--- config.mk ---
export PLATFORM = sky130hd
export DESIGN_NAME = err_thresh_mon
export DESIGN_NICKNAME = d
export VERILOG_FILES = /design/src/rtl/err_thresh_pkg.sv /design/src/rtl/err_thresh_rst_sync.sv /design/src/rtl/err_thresh_ctr.sv /design/src/rtl/err_thresh_cfg.sv /design/src/rtl/err_thresh_flag.sv /design/src/rtl/err_thresh_mon.sv
export SDC_FILE = /design/constraint.sdc
export NUM_CORES = 1
export LEC_CHECK = 0
export CAP_MARGIN = 20
export CORE_UTILIZATION = 50
export DETAILED_ROUTE_END_ITERATION = 8
export DONT_BUFFER_PORTS = 1
export PLACE_DENSITY = 0.67
export SETUP_SLACK_MARGIN = 0.5
export SLEW_MARGIN = 20
export SYNTH_ARGS = -nofsm -noshare
export SYNTH_HDL_FRONTEND = slang
export SYNTH_HIERARCHICAL = 1
export SYNTH_SLANG_ARGS = --single-unit
--- constraint.sdc ---
create_clock -name clk -period 0.8 [get_ports clk]
set_input_delay 0.08 -clock clk [delete_from_list [all_inputs] [get_ports clk]]
set_output_delay 0.08 -clock clk [all_outputs]
set_load 0.005 [all_outputs]
--- src/rtl/err_thresh_pkg.sv ---
package err_thresh_pkg;
  localparam int unsigned ADDR_W = 2;

  typedef enum logic [ADDR_W-1:0] {
    REG_TALLY = 2'd0,
    REG_CTRL  = 2'd1,
    REG_LIMIT = 2'd2,
    REG_NONE  = 2'd3
  } reg_addr_e;

  localparam int unsigned CTRL_IEN_BIT = 0;
  localparam int unsigned CTRL_CEN_BIT = 1;
endpackage

--- src/rtl/err_thresh_rst_sync.sv ---
module err_thresh_rst_sync #(
  parameter int unsigned STAGES = 2
) (
  input  logic clk,
  input  logic rst_n,
  output logic rst_n_sync
);
  logic [STAGES-1:0] sync_q;

  always_ff @(posedge clk or negedge rst_n) begin
    if (!rst_n) sync_q <= '0;
    else        sync_q <= {sync_q[STAGES-2:0], 1'b1};
  end

  assign rst_n_sync = sync_q[STAGES-1];
endmodule

--- src/rtl/err_thresh_ctr.sv ---
module err_thresh_ctr #(
  parameter int unsigned W = 12
) (
  input  logic         clk,
  input  logic         rst_n,
  input  logic         cnt_en,
  input  logic         clr,
  input  logic         evt_ce,
  input  logic         evt_ue,
  output logic [W-1:0] cnt_q,
  output logic [W-1:0] cnt_d,
  output logic         bump
);
  localparam logic [W:0] SAT_MAX = {1'b0, {W{1'b1}}};

  logic [1:0]   add_amt;
  logic [W:0]   sum;
  logic [W-1:0] sat_sum;
  logic         load;

  always_comb begin
    add_amt = {1'b0, evt_ce} + {1'b0, evt_ue};
    sum     = {1'b0, cnt_q} + {{(W-1){1'b0}}, add_amt};
    sat_sum = (sum > SAT_MAX) ? SAT_MAX[W-1:0] : sum[W-1:0];
    bump    = cnt_en && (evt_ce || evt_ue) && !clr;
    load    = clr || bump;
    if (clr)       cnt_d = '0;
    else if (bump) cnt_d = sat_sum;
    else           cnt_d = cnt_q;
  end

  always_ff @(posedge clk or negedge rst_n) begin
    if (!rst_n)    cnt_q <= '0;
    else if (load) cnt_q <= cnt_d;
  end
endmodule

--- src/rtl/err_thresh_cfg.sv ---
module err_thresh_cfg
  import err_thresh_pkg::*;
#(
  parameter int unsigned W = 12
) (
  input  logic              clk,
  input  logic              rst_n,
  input  logic              wr,
  input  logic [ADDR_W-1:0] addr,
  input  logic [W-1:0]      wdata,
  output logic              ien,
  output logic              cnt_en,
  output logic [W-1:0]      limit,
  output logic              clr
);
  logic         ctrl_we;
  logic         limit_we;
  logic         ien_d;
  logic         cen_d;
  logic [W-1:0] limit_d;

  always_comb begin
    clr      = wr && (addr == REG_TALLY);
    ctrl_we  = wr && (addr == REG_CTRL);
    limit_we = wr && (addr == REG_LIMIT);
    ien_d    = wdata[CTRL_IEN_BIT];
    cen_d    = wdata[CTRL_CEN_BIT];
    limit_d  = wdata;
  end

  always_ff @(posedge clk or negedge rst_n) begin
    if (!rst_n) begin
      ien    <= 1'b0;
      cnt_en <= 1'b1;
    end else if (ctrl_we) begin
      ien    <= ien_d;
      cnt_en <= cen_d;
    end
  end

  always_ff @(posedge clk or negedge rst_n) begin
    if (!rst_n)        limit <= '1;
    else if (limit_we) limit <= limit_d;
  end
endmodule

--- src/rtl/err_thresh_flag.sv ---
module err_thresh_flag #(
  parameter int unsigned W = 12
) (
  input  logic         clk,
  input  logic         rst_n,
  input  logic         clr,
  input  logic         bump,
  input  logic [W-1:0] cnt_d,
  input  logic [W-1:0] limit,
  input  logic         ien,
  output logic         ovf,
  output logic         irq
);
  logic hit;
  logic ovf_en;
  logic ovf_d;

  always_comb begin
    hit    = bump && (cnt_d >= limit);
    ovf_en = clr || hit;
    ovf_d  = !clr;
  end

  always_ff @(posedge clk or negedge rst_n) begin
    if (!rst_n)      ovf <= 1'b0;
    else if (ovf_en) ovf <= ovf_d;
  end

  assign irq = ovf && ien;
endmodule

--- src/rtl/err_thresh_mon.sv ---
module err_thresh_mon
  import err_thresh_pkg::*;
#(
  parameter int unsigned CNT_W = 12
) (
  input  logic              clk,
  input  logic              rst_n,
  input  logic              evt_ce,
  input  logic              evt_ue,
  input  logic              bus_wr,
  input  logic [ADDR_W-1:0] bus_addr,
  input  logic [CNT_W-1:0]  bus_wdata,
  output logic [CNT_W-1:0]  bus_rdata,
  output logic              ovf,
  output logic              irq
);
  logic             rst_n_i;
  logic             ien_w;
  logic             cen_w;
  logic             clr_w;
  logic             bump_w;
  logic [CNT_W-1:0] limit_w;
  logic [CNT_W-1:0] cnt_w;
  logic [CNT_W-1:0] cnt_next_w;

  err_thresh_rst_sync #(.STAGES(2)) u_rst (
    .clk(clk), .rst_n(rst_n), .rst_n_sync(rst_n_i)
  );

  err_thresh_cfg #(.W(CNT_W)) u_cfg (
    .clk(clk), .rst_n(rst_n_i), .wr(bus_wr), .addr(bus_addr),
    .wdata(bus_wdata), .ien(ien_w), .cnt_en(cen_w), .limit(limit_w),
    .clr(clr_w)
  );

  err_thresh_ctr #(.W(CNT_W)) u_ctr (
    .clk(clk), .rst_n(rst_n_i), .cnt_en(cen_w), .clr(clr_w),
    .evt_ce(evt_ce), .evt_ue(evt_ue), .cnt_q(cnt_w), .cnt_d(cnt_next_w),
    .bump(bump_w)
  );

  err_thresh_flag #(.W(CNT_W)) u_flag (
    .clk(clk), .rst_n(rst_n_i), .clr(clr_w), .bump(bump_w),
    .cnt_d(cnt_next_w), .limit(limit_w), .ien(ien_w), .ovf(ovf), .irq(irq)
  );

  always_comb begin
    bus_rdata = '0;
    case (bus_addr)
      REG_TALLY: bus_rdata = cnt_w;
      REG_CTRL: begin
        bus_rdata[CTRL_IEN_BIT] = ien_w;
        bus_rdata[CTRL_CEN_BIT] = cen_w;
      end
      REG_LIMIT: bus_rdata = limit_w;
      default:   bus_rdata = '0;
    endcase
  end
endmodule

==> summary.md <==
| Metric | Value |
|---|---|
| Critical path class | reg -> reg |
| Cells along the critical path | fa_2 > ha_4 > nand2_4 > nor4_4 > buf_4 > nor4b_4 > a211oi_2 > ha_1 > nand4_1 > buf_4 > nor3_4 > nand3_1 > o21ai_1 |
| Reg2Reg Depth | 13 |
| Detailed Place HPWL | ~3800 um |
| Global route total overflow | 0 |
| Failing checks | hold timing, setup timing |
| CTS buffer count | 5 |
| Hold Path Class | in -> reg |
| Syn-to-layout area delta | 64.6% |
| Final setup viols | 38 |
| Layout cell share with drive strength beyond 1 | 60.8% |
| H-tree levels | 2 |
| Status | complete, but fails checks |
| Peak VDD IR | around 0.0015 V |
| Critical Path AT | about 3 ns |
| Ant diodes | 0 |
| Max incr delay on CP | 0.41 ns |
| CTS Buffer Depth | 2 |
| First-pass GRT wire length | between 10000 and 15000 um |
| Initial Util | 53.2% |
| Filler cells | around 170 |
| GRT met1 Usage | ~44% |
| Met2 Use GR | 61.6% |
| Slowest library cell on the worst path | dfrtp_1 |
| Pins over their slew limit | 0 |
| CTS tree | built |
| GR Util All Layers | 36.3% |
| Mapped cell area | about 0.0020 mm^2 |
| Overall power | around 0.0064 W |
| CP Capture Type | flop |
| Hold_buf cts | 1 |
| Cell family with most CP delay | adder cells |
| Library cells used by synthesis | 46 |
| Mapped Avg Cell Area | about 10 um^2 |
| CP bufs+invs | 2 |
| LEAKAGE | 1.48 nW |
| Smallest hold slack | -0.0731 ns |
| Worst clock skew | around 0.013 ns |
| Clock sinks | 29 |
| Worst path required time | roughly 1 ns |
| Syn Inst Count | between 150 and 200 |
| Cell type with the highest aggregate area in the netlist | dfrtp_1 |
| Die footprint | around 0.0042 mm^2 |
| Post-route ant nets | 0 |
| Final wirelength | roughly 8000 um |
| Skew-Pair Late Insertion Delay | about 0.30 ns |
| Power per standard cell area | about 1900 mW/mm^2 |
| FF+latch count, synth | 29 |
| RSZ-0062 raised after global routing | yes |
| Max-cap violations | 0 |
| Hold Path Depth | 1 |
| Vias in the first global route | 2074 |
| Ports | 33 |
| Max FO, Critical Path | 3 |
| Multi-input logic area | between 0.0015 and 0.002 mm^2 |
| Initial antenna violation count | 0 |
| # port buffers | 0 |
| Largest net degree at the start of global routing | 17 |
| Register Area | roughly 750 um^2 |
| Die Ht | between 60 and 70 um |
| Synth area leaders | dfrtp_1, dfstp_2, ha_1, mux2_4, mux2i_1 |
| Ys Warns | 6 |
| Final hold violations | 14 |
| Row count | 22 |
| Sequential area share after synthesis | between 30% and 40% |
| M3 GR Usage | about 7.3% |
| Final period util | 355% |
| Die X | ~65 um |
| WP depth | 13 |
| Yosys top cell area share | between 20 and 25% |
| DRT iter0 DRCs | approximately 240 |
| Wirelength per Cell | 24.9 um |
| Fin crit period | approximately 2.8 ns |
| Post-layout net count | 305 |
| Crit path top cell by count | buf_4 |
| R2R Setup Slk | -2.04 ns |
| Drt drc | 0 |
| FMAX | 352 MHz |
| Placer Congestion | 0.911 |
| Synthesized Nets | between 200 and 250 |
| DR vias | ~2100 |
| TritonRoute pass-1 iters | 5 |
| Crit start category | flop |
| Via density | 6.56 |
| GR peak layer | met2 |
| Clock-pin slew on the worst setup and hold paths | 0.07 ns |
| Root Driver | clkbuf_8 |
| Setup WS post-layout | -2.04 ns |
| Core Region | 0.00374 mm^2 |
## through the flow
stage	cells	setup slack (ns)	utilization [%]	area (um^2)	setup TNS, ns
after floorplan	195	-1.61	-	2100	-10.57
after global placement	292	-1.73	68.0	2540	-13.68
after CTS	317	-1.76	82.8	3100	-18.17
after detailed placement	292	-1.82	68.0	2540	-14.47
final	321	-2.04	87.5	3280	-19.83
after global routing	321	-2.10	87.5	3280	-21.37
## power breakdown
group	internal [W]	switching, W	total [W]
clock network	0.000924	0.000636	0.00156
logic	0.00146	0.00128	0.00273
registers	0.00180	0.000284	0.00209
total	0.00418	0.00220	0.00638
## flip-flops by register name (all words and copies together), names as in the netlist
signal,cells
u_cfg/ien,1
u_cfg/cnt_en,1
u_flag/ovf,1
u_rst/sync_q,2
u_cfg/limit,12
u_ctr/cnt_q,12
## cell families (layout without fill, tap and decap cells)
logic type	Yosys count	count (layout)	synth area share [%]
xor+xnor	3	3	1.32
buf+inv	22	100	4.96
compound gates	40	40	13.5
simple gates	58	58	16.8
mux	28	28	16.8
other cells	1	1	0.188
fa+ha+maj	14	14	9.18
flops	29	29	37.3
## Yosys cell counts, drive strengths merged
| library cell | count |
|---|---|
| a41oi | 1 |
| mux2i | 14 |
| o41ai | 1 |
| ha | 13 |
| a31oi | 2 |
| and2b | 1 |
| o21a | 1 |
| fa | 1 |
| and3 | 1 |
| nor4 | 4 |
| nor2 | 21 |
| nand3 | 7 |
| nor2b | 1 |
| xnor2 | 3 |
| nor3 | 8 |
| and2 | 1 |
| or3 | 2 |
| nor3b | 1 |
| and4 | 1 |
| nand3b | 2 |
| mux2 | 14 |
| a211oi | 9 |
| o2111ai | 1 |
| nand2 | 5 |
| o2bb2ai | 2 |
| o21ai | 14 |
| dfstp | 13 |
| conb | 1 |
| buf | 3 |
| clkbuf | 4 |
| a21oi | 6 |
| a311oi | 2 |
| a21boi | 1 |
| dfrtp | 16 |
| inv | 15 |
| nand4 | 1 |
| nor4b | 2 |
## cell type report
cell class                      count  area share, %
Multi-Input combinational cell    144           46.4
Timing Repair Buffer               77           23.8
Sequential cell                    29           22.9
Clock buffer                        6           2.22
Tap cell                           48           1.83
Inverter                           15           1.72
Clock inverter                      2           1.07
## layout by cell type (no fill, tap or decap), types with 2 or more instances in the layout
cell,n
dfrtp_2,3
clkbuf_8,5
buf_12,5
nor2_4,2
o21ai_2,2
a211oi_2,7
o2bb2ai_2,2
mux2_4,14
nand3_1,3
dfrtp_1,12
mux2i_1,10
nor3_2,3
o21ai_0,5
dfstp_2,13
a31oi_4,2
buf_6,26
buf_4,43
nor2_1,18
or3_4,2
mux2i_2,3
nand2_1,4
buf_16,2
nor4b_4,2
a21oi_2,2
o21ai_1,7
nand3_4,4
inv_1,15
nor4_4,3
ha_1,12
a21oi_1,3
xnor2_1,3
nor3_1,4
## worst paths after layout
path,from,to
worst min-delay path,bus_wdata[10],u_cfg/limit[10]
worst min register to register,u_rst/sync_q[1],u_ctr/cnt_q[10]
max in group asynchronous,u_rst/sync_q[1],u_cfg/limit[11]
worst max-delay path,u_ctr/cnt_q[0],u_flag/ovf
min in group asynchronous,rst_n,u_rst/sync_q[0]
worst max register to register,u_ctr/cnt_q[0],u_flag/ovf
## routing by layer
metal | vias to the layer above | part of all wire, %
li1 | 870 | -
met4 | 0 | 6.0
met3 | 43 | 8.0
met2 | 141 | 48
met1 | 1051 | 38
met5 | - | 0
## worst reg2reg max path: cells and delay by family (launching register included)
family	cells	cell delay, ns
buffers and inverters	2	0.35
adders and majority gates	3	0.93
DFF	1	0.41
and+or+nand+nor	6	0.87
AOI/OAI and AO/OA	2	0.20
## repair_timing
action / in CTS / in global routing
gates resized for setup: 49 / 30
gates cloned: 2 / 0
endpoints found under the hold margin: 16 / 14
setup buffers: 14 / 4
pin swaps: 19 / 7
setup endpoints to repair: 69 / 69
Power figures use the tool's default switching activity.
